File: config.mk
export PLATFORM = sky130hd
export DESIGN_NAME = pwm_out_sequencer
export DESIGN_NICKNAME = d
export VERILOG_FILES = /design/src/rtl/pwm_seq_pkg.sv /design/src/rtl/pwm_release_sync.sv /design/src/rtl/pwm_init_fsm.sv /design/src/rtl/pwm_frame_gen.sv /design/src/rtl/pwm_out_gate.sv /design/src/rtl/pwm_out_sequencer.sv
export SDC_FILE = /design/constraint.sdc
export NUM_CORES = 1
export LEC_CHECK = 0
export BUFFER_PORTS_ARGS = -buffer_cell sky130_fd_sc_hd__buf_4
export CAP_MARGIN = 20
export CORE_MARGIN = 5
export CORE_UTILIZATION = 52
export CTS_BUF_LIST = sky130_fd_sc_hd__clkbuf_16
export DETAILED_ROUTE_END_ITERATION = 12
export PLACE_DENSITY_LB_ADDON = 0.25
export SYNTH_ARGS = -nofsm -noshare
export SYNTH_HDL_FRONTEND = slang
export SYNTH_HIERARCHICAL = 1
export SYNTH_SLANG_ARGS = --single-unit
File: constraint.sdc
create_clock -name clk -period 1 [get_ports clk]
set_input_delay 0.15 -clock clk [delete_from_list [all_inputs] [get_ports clk]]
set_output_delay 0.15 -clock clk [all_outputs]
set_load 0.01 [all_outputs]
File: src/rtl/pwm_seq_pkg.sv
package pwm_seq_pkg;

  typedef enum logic [0:0] {
    SEQ_INIT = 1'b0,
    SEQ_RUN  = 1'b1
  } seq_state_e;

  // Level of the zero waveform at a given position inside the frame.
  function automatic logic zero_wave_level(input int unsigned pos, input int unsigned frame_len);
    return (pos < (frame_len / 2));
  endfunction

  // True on the last cycle of a frame.
  function automatic logic frame_is_last(input int unsigned pos, input int unsigned frame_len);
    return (pos == (frame_len - 1));
  endfunction

  // True on the final cycle of the initialization count.
  function automatic logic init_is_last(input int unsigned cnt, input int unsigned init_len);
    return (cnt == (init_len - 1));
  endfunction

endpackage

File: src/rtl/pwm_release_sync.sv
module pwm_release_sync #(
  parameter int STAGES = 2
) (
  input  logic clk,
  input  logic async_n,
  output logic released
);
  logic [STAGES-1:0] chain;

  always_ff @(posedge clk or negedge async_n) begin
    if (!async_n) chain <= '0;
    else          chain <= {chain[STAGES-2:0], 1'b1};
  end

  assign released = chain[STAGES-1];
endmodule

File: src/rtl/pwm_init_fsm.sv
module pwm_init_fsm
  import pwm_seq_pkg::*;
#(
  parameter int INIT_CYCLES = 50
) (
  input  logic clk,
  input  logic live_n,
  output logic running,
  output logic init_done
);
  localparam int IW = $clog2(INIT_CYCLES + 1);

  seq_state_e state;
  logic [IW-1:0] cnt;

  assign init_done = (state == SEQ_INIT) && init_is_last(int'(cnt), INIT_CYCLES);
  assign running   = (state == SEQ_RUN);

  always_ff @(posedge clk or negedge live_n) begin
    if (!live_n) begin
      state <= SEQ_INIT;
      cnt   <= '0;
    end else if (state == SEQ_INIT) begin
      if (init_done) state <= SEQ_RUN;
      else           cnt   <= cnt + 1'b1;
    end
  end
endmodule

File: src/rtl/pwm_frame_gen.sv
module pwm_frame_gen
  import pwm_seq_pkg::*;
#(
  parameter int FRAME_LEN   = 16,
  parameter int SYNC_STAGES = 2
) (
  input  logic clk,
  input  logic live_n,
  input  logic mute_n,
  output logic zero_lvl,
  output logic frame_first,
  output logic mute_act
);
  localparam int FW = $clog2(FRAME_LEN);

  logic [FW-1:0] pos;
  logic [SYNC_STAGES-1:0] mute_sync;
  logic last;

  assign last        = frame_is_last(int'(pos), FRAME_LEN);
  assign frame_first = (pos == '0);
  assign zero_lvl    = zero_wave_level(int'(pos), FRAME_LEN);

  always_ff @(posedge clk or negedge live_n) begin
    if (!live_n) pos <= '0;
    else if (last) pos <= '0;
    else pos <= pos + 1'b1;
  end

  always_ff @(posedge clk or negedge live_n) begin
    if (!live_n) mute_sync <= '1;
    else         mute_sync <= {mute_sync[SYNC_STAGES-2:0], mute_n};
  end

  // The mute state is taken over only at the end of a frame.
  always_ff @(posedge clk or negedge live_n) begin
    if (!live_n) mute_act <= 1'b0;
    else if (last) mute_act <= ~mute_sync[SYNC_STAGES-1];
  end
endmodule

File: src/rtl/pwm_out_gate.sv
module pwm_out_gate (
  input  logic hard,
  input  logic quiet,
  input  logic zero_lvl,
  input  logic pos_in,
  input  logic neg_in,
  output logic pos_out,
  output logic neg_out
);
  always_comb begin
    if (hard) begin
      pos_out = 1'b0;
      neg_out = 1'b1;
    end else if (quiet) begin
      pos_out = zero_lvl;
      neg_out = zero_lvl;
    end else begin
      pos_out = pos_in;
      neg_out = neg_in;
    end
  end
endmodule

File: src/rtl/pwm_out_sequencer.sv
module pwm_out_sequencer #(
  parameter int FRAME_LEN   = 16,
  parameter int INIT_CYCLES = 50,
  parameter int SYNC_STAGES = 2,
  parameter int CHANNELS    = 2
) (
  input  logic clk,
  input  logic rst_n,
  input  logic pwdn_n,
  input  logic mute_n,
  input  logic l_pos_in,
  input  logic l_neg_in,
  input  logic r_pos_in,
  input  logic r_neg_in,
  output logic l_pos_out,
  output logic l_neg_out,
  output logic r_pos_out,
  output logic r_neg_out,
  output logic l_valid,
  output logic r_valid
);
  logic [1:0] hold_n;
  logic [1:0] released;
  logic live_n;
  logic running;
  logic init_done;
  logic zero_lvl;
  logic frame_first;
  logic mute_act;
  logic hard_mute;
  logic any_valid;
  logic [CHANNELS-1:0] ch_pos_in, ch_neg_in, ch_pos_out, ch_neg_out;

  assign hold_n = {pwdn_n, rst_n};

  for (genvar i = 0; i < 2; i++) begin : g_sync
    pwm_release_sync #(.STAGES(SYNC_STAGES)) u_sync (
      .clk      (clk),
      .async_n  (hold_n[i]),
      .released (released[i])
    );
  end

  assign live_n = &released;

  pwm_init_fsm #(.INIT_CYCLES(INIT_CYCLES)) u_fsm (
    .clk       (clk),
    .live_n    (live_n),
    .running   (running),
    .init_done (init_done)
  );

  pwm_frame_gen #(.FRAME_LEN(FRAME_LEN), .SYNC_STAGES(SYNC_STAGES)) u_frame (
    .clk         (clk),
    .live_n      (live_n),
    .mute_n      (mute_n),
    .zero_lvl    (zero_lvl),
    .frame_first (frame_first),
    .mute_act    (mute_act)
  );

  // Assertion of reset or power-down acts on the pins without waiting for a clock.
  assign any_valid = running & rst_n & pwdn_n;
  assign hard_mute = ~any_valid;

  assign ch_pos_in = {r_pos_in, l_pos_in};
  assign ch_neg_in = {r_neg_in, l_neg_in};

  for (genvar c = 0; c < CHANNELS; c++) begin : g_ch
    pwm_out_gate u_gate (
      .hard     (hard_mute),
      .quiet    (mute_act),
      .zero_lvl (zero_lvl),
      .pos_in   (ch_pos_in[c]),
      .neg_in   (ch_neg_in[c]),
      .pos_out  (ch_pos_out[c]),
      .neg_out  (ch_neg_out[c])
    );
  end

  assign l_pos_out = ch_pos_out[0];
  assign l_neg_out = ch_neg_out[0];
  assign r_pos_out = ch_pos_out[1];
  assign r_neg_out = ch_neg_out[1];
  assign l_valid   = any_valid;
  assign r_valid   = any_valid;
endmodule

==> metrics.cfg <==
[run_status]
outcome=complete, but fails checks
violations=negative setup slack

[sta]
whs_ns=0.008386
final-setup-viol-count=15
finClkSkew_ns=0.0009881
period_needed_ns=1.295
fin_crit_sh_pct=129.5
setup_ws_ns=-0.2950
fmax_mhz=772.2
hold_viol=0
grt_setup_unrepaired=true
maxSlewViolCount=0
tns_ns=-2.792

[detailed_routing]
drc=0
antenna_left=0
via_per_inst=5.398
wire_per_inst_um=18.93
dr_total_vias=610
drt-total-wl_um=2139
drtPass1Iterations=4
drt_iter0_drc=7

[placed_design]
place_hpwl_um=1013
gp_congestion=0.7862
port_buffers=13

[power_and_ir_drop]
p_leak_uw=0.0006068
p_sw_uw=292.8
switching_share_pct=18.19
total_power_uw=1610
seqPwrFrac_pct=47.0
p_int_uw=1317
peakVddDrop_mv=1.572
p_per_area_mw_per_mm2=1269
p_clk_share_pct=48.6
pwr-share-comb_pct=4.4

[floorplan]
start_util_pct=53.83
die_area_mm2=0.002403
die_y_um=49.03
core_mm2=0.001471
io-pin-count=14
dieWidth_um=49.03
placementRows=14

[cts]
cts_buffers=3
cts_num_sinks=18
cts.path.max_buffers=2
clockRootBuffer=clkbuf_16
htreeDepth=1
clk_latency_ns=0.24
tritoncts=done
clk_pin_slew_ns=0.05

[final_layout]
drive_above_1_share_pct=57.73
n_antenna_cell=0
fin_util_pct=86.22
final_nets=110
final_cell_mix=buf_4 (20), dfrtp_1 (11), buf_6 (8)
syn2layout_area_growth_pct=60.19
layout_commonest_cell=buf_4
fillers=68

[setup_path]
reg2reg_slack_ns=-0.23
rr_endpoint=u_fsm/cnt[3]
cp_max_fo=7
start_kind=flip-flop
r2r-start=u_fsm/running
r2r.worst_path.cells=4
end_kind=output port
required_ns=0.85
startpoint=u_frame/mute_act
arrival_ns=1.14
worstSetupPathType=reg2out

[hold_path]
hp-class=in2reg
whs_path_depth=1
whs_endpoint=u_frame/mute_sync[0]
hp-start=mute_n

[global_routing]
grt_pass1_wl_um=2946
globalRoute.totalOverflow=0
grt_max_degree=15
grt_usage_pct=16.59
grt_pass1_vias=603
antenna_found_initial=0

[logic_synthesis]
syn_inst=64
syn_area_um2=792.0
syn_area_per_cell_um2=12.38
syn_nets=76
ys_warn_count=6

[job]
drv_cap=0

metrics by stage:
stage	cells	area, um^2	setup WS (ns)
floorplan	64	817.0	-0.06144
global placement	103	1010	-0.1252
detailed placement	103	1010	-0.1397
CTS	111	1211	-0.2623
global route	113	1269	-0.3181
finish	113	1269	-0.2950
power by group through the flow:
stage | Combinational (uW) | Clock (uW) | Sequential [uW]
detailed placement | 55.5 | 0 | 766
CTS | 63.8 | 785 | 756
finish | 71.2 | 782 | 757
floorplan | 18.5 | 0 | 764
global route | 77.7 | 837 | 757
global placement | 54.3 | 0 | 765
per-layer routing:
layer,vias up,GRT usage (%),wire length (um)
met2,19,30.00,1249
met1,309,17.49,756
li1,276,-,-
met3,6,4.587,99
met4,0,7.623,33
met5,-,0,0
what timing repair did:
item,CTS,global route
resized for setup,18,10
hold buffers,2,0
pin swaps,11,6
setup endpoints to repair,14,15
endpoints found under the hold margin,4,0
setup buffers,2,2
worst max-delay path, cell delays in order, from the launching register on:
cell,delay [ns]
dfrtp_2,0.43
nor2b_1,0.07
a211o_1,0.28
buf_6,0.12
area by class of cell:
| class | count | area (um^2) | share of cell area, % |
|---|---|---|---|
| Clock inverter | 1 | 3.754 | 0.2959 |
| Tap cell | 16 | 20.02 | 1.578 |
| Sequential cell | 18 | 459.2 | 36.19 |
| Timing Repair Buffer | 30 | 260.3 | 20.51 |
| Multi-Input combinational cell | 39 | 427.9 | 33.73 |
| Clock buffer | 3 | 75.07 | 5.917 |
| Inverter | 6 | 22.52 | 1.775 |
how the worst max path moves through the flow:
stage	to	cells past startpoint
after floorplan	u_fsm/cnt[0]	3
final	l_neg_out	3
after global routing	l_neg_out	3
after global placement	u_fsm/cnt[0]	3
after detailed placement	u_fsm/cnt[0]	3
after CTS	r_neg_out	3
state kept, by name, summed over array words and instances (netlist names):
register,cells
g_sync.u_sync/chain,4
u_frame/mute_act,1
u_frame/mute_sync,2
u_frame/pos,4
u_fsm/cnt,6
u_fsm/running,1
(Power assumes the default switching activity.)
